File: src/rtl/regwin_decoder.sv
module regwin_decoder #(
  parameter int ADDR_W = 32,
  parameter int DATA_W = 32,
  parameter logic [31:0] W0_LO = 32'h000,
  parameter logic [31:0] W0_HI = 32'h010,
  parameter logic [31:0] W1_LO = 32'h03C,
  parameter logic [31:0] W1_HI = 32'h1F0,
  parameter logic [31:0] W2_LO = 32'h200,
  parameter logic [31:0] W2_HI = 32'h228,
  parameter logic [31:0] W3_LO = 32'h284,
  parameter logic [31:0] W3_HI = 32'h400
) (
  input  logic                clk,
  input  logic                rst_n,
  input  logic                rd_en,
  input  logic                wr_en,
  input  logic [ADDR_W-1:0]   req_addr,
  input  logic [4*DATA_W-1:0] bank_rdata,
  output logic [3:0]          bank_sel,
  output logic [ADDR_W-1:0]   bank_off,
  output logic                bank_we,
  output logic                resp_valid,
  output logic                resp_err,
  output logic [DATA_W-1:0]   resp_rdata
);
  localparam int NB = 4;
  localparam logic [ADDR_W-1:0] LO [NB] = '{ADDR_W'(W0_LO), ADDR_W'(W1_LO), ADDR_W'(W2_LO), ADDR_W'(W3_LO)};
  localparam logic [ADDR_W-1:0] HI [NB] = '{ADDR_W'(W0_HI), ADDR_W'(W1_HI), ADDR_W'(W2_HI), ADDR_W'(W3_HI)};

  logic [NB-1:0]     hit;
  logic [ADDR_W-1:0] rel [NB];
  logic [ADDR_W-1:0] off_d;
  logic              rd_q;

  for (genvar b = 0; b < NB; b++) begin : g_win
    assign hit[b] = (req_addr >= LO[b]) && (req_addr < HI[b]);
    assign rel[b] = req_addr - LO[b];
  end

  wire req  = rd_en | wr_en;
  wire bad  = (rd_en & wr_en) | (|req_addr[1:0]) | ~(|hit);
  wire good = req & ~bad;

  always_comb begin
    off_d = '0;
    for (int b = 0; b < NB; b++)
      if (hit[b]) off_d = off_d | rel[b];
  end

  always_ff @(posedge clk or negedge rst_n) begin
    if (!rst_n) begin
      resp_valid <= 1'b0;
      resp_err   <= 1'b0;
      bank_sel   <= '0;
      bank_off   <= '0;
      bank_we    <= 1'b0;
      rd_q       <= 1'b0;
    end else begin
      resp_valid <= req;
      resp_err   <= req & bad;
      bank_sel   <= good ? hit : '0;
      bank_off   <= good ? off_d : '0;
      bank_we    <= good & wr_en;
      rd_q       <= good & rd_en;
    end
  end

  always_comb begin
    resp_rdata = '0;
    for (int b = 0; b < NB; b++)
      if (rd_q && bank_sel[b]) resp_rdata = resp_rdata | bank_rdata[b*DATA_W +: DATA_W];
  end
endmodule


File: config.mk
export PLATFORM = sky130hd
export DESIGN_NAME = regwin_decoder
export DESIGN_NICKNAME = d
export VERILOG_FILES = /design/src/rtl/regwin_decoder.sv
export SDC_FILE = /design/constraint.sdc
export NUM_CORES = 1
export LEC_CHECK = 0
export BUFFER_PORTS_ARGS = -buffer_cell sky130_fd_sc_hd__buf_2
export CORE_AREA = 2 2 92 94
export DETAILED_ROUTE_END_ITERATION = 12
export DIE_AREA = 0 0 94 96
export GPL_ROUTABILITY_DRIVEN = 0
export PLACE_DENSITY = 0.79
export SLEW_MARGIN = 0
export SYNTH_ARGS = -nofsm -noshare
export SYNTH_HDL_FRONTEND = slang
export SYNTH_SLANG_ARGS = --single-unit
export TNS_END_PERCENT = 10
File: constraint.sdc
create_clock -name clk -period 2.8 [get_ports clk]
set_input_delay 0.28 -clock clk [delete_from_list [all_inputs] [get_ports clk]]
set_output_delay 0.28 -clock clk [all_outputs]
set_load 0.1 [all_outputs]
== After elaboration in Yosys (flattened, before gate mapping) ==
Cells that the tools add are included.

* Bits in registers: 40
* Bits of input ports: 164
* Output and inout port bits: 71

* $add $sub $neg: 3
* Order comparisons: 8
* Multiplexer cells: 10
* Bitwise operators: 16
* Reduce and logical (&&, ||, !) cells: 10

{| class="wikitable"
|+ Operators with widths
! kind !! number
|-
| 32-bit two-way mux || 9
|-
| 32-bit OR || 6
|-
| 32-bit by 10-bit greater-or-equal comparator with 1-bit output (second input constant) || 2
|-
| 32-bit by 10-bit subtractor with 32-bit output (second input constant) || 2
|-
| 32-bit by 1-bit greater-or-equal comparator with 1-bit output (second input constant) || 1
|-
| 32-bit by 6-bit greater-or-equal comparator with 1-bit output (second input constant) || 1
|-
| 32-bit by 10-bit less-than comparator with 1-bit output (second input constant) || 1
|-
| 32-bit by 11-bit less-than comparator with 1-bit output (second input constant) || 1
|-
| 32-bit by 5-bit less-than comparator with 1-bit output (second input constant) || 1
|-
| 32-bit by 9-bit less-than comparator with 1-bit output (second input constant) || 1
|-
| 32-bit by 6-bit subtractor with 32-bit output (second input constant) || 1
|-
| 1-bit logical AND || 8
|-
| 1-bit AND || 5
|-
| 4-bit two-way mux || 1
|-
| 4-bit OR reduction || 1
|-
| 1-bit OR || 3
|-
| 1-bit NOT || 2
|-
| 2-bit OR reduction || 1
|}

== Depth between registers and ports, before layout ==
Gate-level depths: netlist of run 1.

* Depth after elaboration: 10
* Mapped depth: 11
* Mapped depth without buffers: 9

== Worst setup path after synthesis of run 1 ==
OpenSTA, ideal clock, no wires.

* Path type: reg-to-output
* Start point: reg bank_sel[0]
* End point: out resp_rdata[16]
* Data arrival time: 2359 ps
* Required time: 2520 ps
* Slack: 161 ps
* Cell stages (with the launch flop): 6
* Path through: dfrtp_1 -> and2_1 -> clkbuf_1 -> clkbuf_1 -> a22oi_1 -> nand2_1

* Cells in the longest elaborated chain, start to end: 8

{| class="wikitable"
|+ RTL lines
! element !! line !! text
|-
| from (decl) || 19 || <nowiki>output logic [3:0] bank_sel,</nowiki>
|-
| from (signal assigned) || 61 || <nowiki>bank_sel <= good ? hit : '0;</nowiki>
|-
| 1-bit logical AND * || 71 || <nowiki>if (rd_q && bank_sel[b]) resp_rdata = resp_rdata | bank_rdata[b*DATA_W +: DATA_W];</nowiki>
|-
| 32-bit two-way mux * || 71 ||
|-
| 32-bit OR || 71 ||
|-
| 32-bit two-way mux * || 71 ||
|-
| 32-bit OR || 71 ||
|-
| 32-bit two-way mux * || 71 ||
|-
| 32-bit OR || 71 ||
|-
| 32-bit two-way mux * || 71 ||
|-
| to (decl) || 24 || <nowiki>output logic [DATA_W-1:0] resp_rdata</nowiki>
|}

Mark *: on every way between the ends. The rest lies on a longest branch, timed or not.

== Worst setup path after layout of run 1 ==
* Start point: reg rd_q
* End point: out resp_rdata[16]

* Cells in the longest elaborated chain, start to end: 8
* Elaborated cells on any way between the ends: 11
* Classes of those cells: mux: 4; bitwise: 3; reduce/logical: 4

{| class="wikitable"
|+ RTL lines
! element !! line !! text
|-
| from (decl) || 33 || <nowiki>logic rd_q;</nowiki>
|-
| from (signal assigned) || 64 || <nowiki>rd_q <= good & rd_en;</nowiki>
|-
| 1-bit logical AND || 71 ||
|-
| 32-bit two-way mux || 71 ||
|-
| 32-bit OR || 71 ||
|-
| 32-bit two-way mux || 71 ||
|-
| 32-bit OR || 71 ||
|-
| 32-bit two-way mux || 71 ||
|-
| 32-bit OR || 71 ||
|-
| 32-bit two-way mux * || 71 ||
|}

Marks and branches as above.

==> flow_results.org, run 1 <==
** Global routing
- The number of antenna violations at the first check in global routing was 1.
- The first global-routing pass estimated 15.28 mm of wire.
- Pin count of the biggest net entering global routing :: between 40 and 50
- Number of global-route vias before repair :: 3184
- For this run, the total global-route usage over all layers was measured as 21.47%.
- Remaining global-route overflow :: 0

** Setup path
- At the worst endpoint, the required time is between 2 and 3 ns.
- STA classifies the critical path startpoint as a register.
- Cells along the critical path :: and2_1 -> buf_12 -> a22oi_1 -> nand2_1 -> buf_2
- In this run the worst path has a maximum fanout of 21.
- Highest-delay cell along the critical path :: and2_1
- Critical Path AT :: between 1.5 and 2 ns
- The worst setup path is captured at an output pin.
- Delay of the slowest cell on the worst path :: between 0.4 and 0.5 ns
- The worst setup path is of the reg2out kind.

** Route
- Routed via count divided by cell count :: 5.297
- DRC violation count after routing :: 0
- For this run, the detailed router's first-pass iteration total came to 5.
- Number of antenna-violating nets in the routed design :: 0
- For this block, the routed nets add up to a little over 10 mm of wire.
- Violation count after the first detailed-route iteration :: slightly below 200
- Summing over every cut layer, the via total after detailed routing is 3411.
- Routed wire length per instance :: around 16 um

** Synth
- Number of synthesis warnings :: 0
- Post-synth top area share :: between 30% and 40%
- The largest total area in the synthesized netlist belongs to dfrtp_1.
- Gate Count Post-Synth :: roughly 320
- The cell area that synthesis handed to floorplanning was roughly 0.0027 mm2.
- Number of library cell types mapped by synthesis :: 51
- In this run, synthesis inferred 0 flip-flops with an integrated enable.
- Total of flip-flops plus latches after synthesis :: 40
- After synthesis, flip-flops and latches occupy a little under two fifths of the total area.
- In the synthesized netlist the dominant register cell turns out to be dfrtp_1.
- Mean Syn Cell Area :: around 8.4 um2
- Proportion of synthesized flip-flops having asynchronous set or reset :: between 90% and 100%
- Top area cells in the synthesized netlist :: dfrtp_1 38%, a22oi_1 18%, nand2_1 5.9%

** Finish
- Once layout is done, the placed cells without fillers occupy 0.004015 mm2.
- Antenna Cells :: 0
- Ratio of cells with drive above 1 in the final layout :: 47.87%
- Relative to the synthesized area, the layout overhead comes to 50.52%.
- Highest-count cells in the layout ignoring fill and taps :: 234 x buf_2, 64 x a22oi_1, 42 x nand2_1
- Most common cell after layout, fill and taps aside :: buf_2
- Number of nets in the layout :: approximately 700

** STA
- Maximum operating frequency :: between 400 and 500 MHz
- Crit share post-route :: between 80% and 90%
- The final max-slew violation count was 0.
- The routed design could run at a clock period as short as between 2 and 2.5 ns.
- Count of endpoints failing setup in the final report :: 0
- After routing, the total negative slack on setup checks comes to 0 ns.
- Setup repair after global routing missed its margin :: no
- Worst Max-Slew Pin Slew :: 0.8268 ns
- The total count of hold-check failures in the final report is 0.
- Measured against its own limit, the worst slew margin works out to between 40% and 50%.

** Run
- Maximum capacitance violations :: 0

** Die
- For this design the top-level I/O count stands at approximately 240.
- Initial core utilization :: between 30 and 40%
- Total core area :: 0.008051 mm2
- Die Area :: around 0.0090 mm2
- X dimension of the die :: between 90 and 100 um
- Row generation in the floorplan step produced 33 rows.
- Die Span Y :: 96 um

** Clocking
- TritonCTS built the clock tree.
- In this run the post-CTS setup repair buffer count came out at 0.
- Clock-pin slew was measured on the worst setup and hold paths at ~0.070 ns.
- Clock tree buffer depth :: 2
- Cell chosen for the clock root :: clkbuf_8
- The H-tree was split into 2 levels.
- For this design, the CTS-stage hold fixing added 0 buffers.
- Number of clock sinks :: 40
- Total of cells resized after clock tree synthesis :: 0
- TritonCTS created 5 clock buffers.

** Power
- Combinational logic is responsible for 19.1% of the overall power.
- The clock network burns 30.4% of the power.
- Switching part of the total :: between 20% and 30%
- Sw Pwr :: ~0.0003 W
- Proportion of power drawn by flip-flops and latches :: approximately 51%
- Power Internal :: around 0.00085 W
- Summed over all cells, the static leakage comes to 2.218 nW.
- Power Total :: roughly 0.0012 W
- For this design the ratio of total power to cell area is 286.6 mW/mm2.
- Across the VDD grid, the largest voltage drop is 206.3 uV.

** Placed design
- Total cell area at the placement stage :: ~0.004 mm2
- The count of buffers added on input and output ports is approximately 230.
- Detailed placement ended at an HPWL of 8.311 mm.

** Worst hold path
- The worst hold path belongs to the class in2async.

** Run status
- Status :: finished clean
-- how the worst max path moves through the flow --
stage / start / endpoint / slack [ns] / depth (start not counted)
CTS: rd_q / resp_rdata[16] / 0.52 / 5
finish: rd_q / resp_rdata[16] / 0.54 / 5
global route: req_addr[15] / bank_off[17] / 0.32 / 8
global placement: req_addr[24] / bank_off[4] / 0.34 / 8
floorplan: bank_sel[0] / resp_rdata[16] / 0.16 / 5
detailed placement: req_addr[24] / bank_off[6] / 0.26 / 8
-- registers in the layout, summed over array words and instances, names as in the netlist --
signal      flops
bank_off       32
bank_sel        4
bank_we         1
rd_q            1
resp_err        1
resp_valid      1
-- stage by stage --
stage | cells | utilization (%) | hold slack (ns) | setup WS (ns)
after CTS | 644 | 49.87 | 0.1248 | 0.5155
final | 644 | 49.87 | 0.09592 | 0.5351
after detailed placement | 637 | 48.86 | 0.4302 | 0.2629
after floorplan | 318 | - | -0.01559 | 0.1614
after global routing | 644 | 49.87 | 0.1688 | 0.3204
after global placement | 637 | 48.86 | 0.4098 | 0.3364
-- routing by layer --
| layer | vias to the layer above | wire length [um] | GRT usage, % |
|---|---|---|---|
| li1 | 1598 | - | - |
| met1 | 1582 | 3838 | 26.89 |
| met2 | 210 | 5002 | 37.74 |
| met3 | 19 | 1142 | 4.933 |
| met4 | 2 | 116 | 4.952 |
| met5 | - | 9 | 0 |
-- logic make-up after synthesis --
| kind of cell | share of synthesized area [%] |
|---|---|
| other cells | 0.1406 |
| fa+ha+maj | 3.236 |
| flops | 37.52 |
| mux | 1.126 |
| compound gates | 27.53 |
| buf+inv | 5.582 |
| xor+xnor | 0.6568 |
| simple gates | 24.20 |
-- worst max-delay path, delay by kind of cell (launching register included) --
family,cells,cell delay (ns)
buffers and inverters,2,0.68
and+or+nand+nor,2,0.57
DFF,1,0.36
AOI/OAI and AO/OA,1,0.09
-- power by group through the flow --
stage | Clock, W | Sequential (W) | Combinational, W
global route | 0.000386 | 0.000581 | 0.000241
floorplan | 0 | 0.000614 | 0.0000452
finish | 0.000350 | 0.000581 | 0.000220
CTS | 0.000363 | 0.000581 | 0.000218
global placement | 0 | 0.000592 | 0.000212
detailed placement | 0 | 0.000592 | 0.000217
-- cell type report --
class                           count  area, um2
Multi-Input combinational cell    245       1521
Clock inverter                      2      12.51
Clock buffer                        5      68.82
Timing Repair Buffer              240       1254
Sequential cell                    40       1001
Fill cell                         789       4036
Inverter                            7      26.28
Tap cell                          105      131.4
-- cells in the mapped netlist, types with 3 or more instances --
library cell  number
buf_6              3
nor2_1            39
nor3_1             3
a21oi_1           14
dfrtp_1           40
inv_1              7
o21ai_0            6
ha_1               6
nand3_1            9
and2_1             4
clkbuf_1          20
a22oi_1           64
nor3_2             3
nand2b_1           5
a31oi_1            3
nor3b_1            3
nand2_1           42
mux2i_1            3
(Power assumes the default switching activity.)
==> run 2: changes to the inputs <==
--- a/config.mk
+++ b/config.mk
@@ -6,11 +6,11 @@
 export NUM_CORES = 1
 export LEC_CHECK = 0
 export BUFFER_PORTS_ARGS = -buffer_cell sky130_fd_sc_hd__buf_2
-export CORE_AREA = 2 2 92 94
+export CORE_AREA = 2 2 90 92
 export DETAILED_ROUTE_END_ITERATION = 12
-export DIE_AREA = 0 0 94 96
+export DIE_AREA = 0 0 92 94
 export GPL_ROUTABILITY_DRIVEN = 0
-export PLACE_DENSITY = 0.79
+export PLACE_DENSITY = 0.82
 export SLEW_MARGIN = 0
 export SYNTH_ARGS = -nofsm -noshare
 export SYNTH_HDL_FRONTEND = slang
==> constraint.sdc (replaced) <==
create_clock -name clk -period 2.1 [get_ports clk]
set_input_delay 0.21 -clock clk [delete_from_list [all_inputs] [get_ports clk]]
set_output_delay 0.21 -clock clk [all_outputs]
set_load 0.1 [all_outputs]
==> run 2 against run 1 <==
Compared with the run above:
- routed wire length increased by 12%
- setup slack got worse by 0.46 ns
- via count increased by 4.2%
- sequential share of layout area decreased by 3.9 points
- combinational power increased by 43%
==> flow_results.org, run 2 (same netlist as run 1, synthesis figures left out) <==
** Run status
- Status :: finished clean

** Route
- Violation count after the first detailed-route iteration :: 282 (+46%)
- The post-detailed-route DRC marker count is 0 (unchanged).
- Total Wirelength :: 11.32 mm (+12%)
- Routed wire length per instance :: 17.02 um (+8.4%)
- The number of nets with antenna violations after detailed routing came to 0 (unchanged).
- The first-pass iteration count of the detailed router came to 6 (+1).
- The via count of the routed design is 3555 (+4.2%).
- The via-per-instance ratio is 5.346 (+0.93%).

** Power
- Max VDD drop :: 343.1 uV (+66%)
- The power density of the placed cells was 364.8 mW/mm2 (+27%).
- Power Total :: 0.001743 W (+51%)
- The cell leakage power is 2.398 nW (+8.2%).

** Finish
- Most common cell after layout, fill and taps aside :: buf_2
- Area grow syn2layout :: 79.08%
- The largest registers in the layout are bank_off (32), bank_sel (4).
- More flip-flops sit in one register than any other, and that register is bank_off.
- The final core utilization is 62.80% (+13 points).
- The fraction of layout cells with a size suffix above 1 was 56.96% (+9.1 points).
- The combined area of the multi-input logic cells came to 0.001617 mm2 (+6.2%).
- Register area :: 0.001006 mm2 (+0.50%)
- Flip-flop count of the largest register after layout :: 32 (unchanged)
- Final Instance Count excl. Fillers :: 665 (+3.3%)
- Number of nets in the layout :: 729 (+2.8%)
- The fill cell total of the finished layout is 645 (-18%).
- The library cells used most frequently in the layout, excluding fill and tap cells, are 202 x buf_2, 64 x a22oi_1, 39 x nor2_1.

** Setup path
- CP Class :: in2reg
- Kind of end point of the critical path :: register
- The arrival time of the worst setup path was 2.25 ns (+0.27 ns).
- Critical path peak fanout :: 5 (-76%)
- The worst setup path is launched from an input port.
- The data required time of the worst path is 2.33 ns (-0.19 ns).

** Clocking
- Number of buffers inserted for hold repair after clock tree synthesis :: 0 (unchanged)
- Number of post-CTS setup repair buffers :: 0 (unchanged)
- In this run the clock root is driven by a clkbuf_8.
- TritonCTS built the clock tree.
- The level count of the clock H-tree is 2 (unchanged).
- Clock tree buffer depth :: 2 (unchanged)
- The number of clock sinks came to 40 (unchanged).
- The total clock buffers created by CTS was 5 (unchanged).
- The register clock-pin slew on the reported worst setup and hold paths was 0.08 ns (about the same).

** STA
- Timing would allow up to roughly 490 MHz.
- After layout, the worst path uses 96.26% of the clock period.
- WHS :: 0.01073 ns (-0.08520 ns)
- Worst slew margin :: 44.81% (-0.065 points)
- Setup repair after global routing missed its margin :: no
- Final count of pins violating max slew :: 0 (unchanged)
- The final setup TNS is 0 ns (unchanged).
- Worst Max-Slew Pin Slew :: 0.8278 ns (+0.0009710 ns)
- Post-layout min period :: 2.021 ns
- Total count of hold-check failures in the final report :: 0 (unchanged)
- Count of endpoints failing setup in the final report :: 0 (unchanged)

** Die
- The total die area was 0.008648 mm2 (-4.2%).
- The initial core utilization came to 35.07% (+1.9 points).
- The number of cell rows is 32 (-3.0%).
- The number of placed I/O pins came to 235 (unchanged).
- The horizontal die dimension is 92 um (-2.1%).
- The placeable core region is 0.007607 mm2 (-5.5%).
- The vertical die dimension was 94 um (-2.1%).

** Global routing
- GRT Total Usage :: 25.36% (+3.9 points)
- First-pass GRT wire length :: 17.18 mm (+12%)
- Initial antenna violation count :: 2 (+1)
- Number of global-route vias before repair :: 3497 (+9.8%)
- Pin count of the biggest net entering global routing :: 41 (unchanged)
- The overflow left after global routing was 0 (unchanged).

** Run
- The count of max-cap constraint violations came to 0 (unchanged).

** Placed design
- Quantity of I/O buffers inserted on ports :: 234 (unchanged)
- The count of placed standard cells including taps was 654 (+2.7%).
- Detailed placer's ending HPWL :: 9.145 mm (+10%)

** Worst hold path
- Worst min-delay path class :: in2async
run 2: cell type report:
type | instances | area share [%]
diodes | 3 | 0.1572
clock buffers | 6 | 1.729
flip-flops and latches | 40 | 21.06
clock inverters | 2 | 0.8119
inverters | 7 | 0.5500
repair buffers | 260 | 39.18
well taps | 102 | 2.672
multi-input cells | 245 | 33.84
run 2: worst max path at each step:
stage	from	to	slack, ns	cells past startpoint
3_5_place_dp	req_addr[15]	bank_off[12]	-0.22	8
4_1_cts	rd_q	resp_rdata[28]	0.03	5
5_1_grt	req_addr[24]	bank_off[8]	0.03	9
2_1_floorplan	req_addr[15]	resp_err	0.01	7
6_report	req_addr[24]	bank_off[8]	0.08	9
3_3_place_gp	req_addr[15]	bank_off[20]	-0.12	8
run 2: where the power goes:
| group | switching, W | internal, W |
|---|---|---|
| sequential | 0.00000105 | 0.000773 |
| clock | 0.000266 | 0.000388 |
| combinational | 0.000165 | 0.000149 |
run 2: metal layers:
metal | part of all wire [%] | track usage (%) | up-vias
met5 | 0 | 0 | -
met4 | 3.7 | 11.07 | 0
met3 | 9.7 | 6.100 | 42
met2 | 51 | 46.94 | 234
met1 | 35 | 27.50 | 1633
li1 | - | - | 1646
run 2: critical path: stages:
cell and delay (ns):
buf_2 0.10, or4_4 0.53, nor4_4 0.24, nand4_2 0.24, buf_4 0.21, nand2b_1 0.22
o21ai_0 0.13, o21ai_0 0.19, a21oi_2 0.17
run 2: through the flow:
step | worst slack [ns] | instance area, um2
6_report | 0.07855 | 4777
5_1_grt | 0.02803 | 4772
4_1_cts | 0.02662 | 4756
3_5_place_dp | -0.2202 | 4633
3_3_place_gp | -0.1178 | 4633
2_1_floorplan | 0.01202 | 2756
run 2: what timing repair did:
action                     4_1_cts  5_1_grt
cloned                           0        0
setup endpoints to repair       16       29
gates resized for setup          1        5
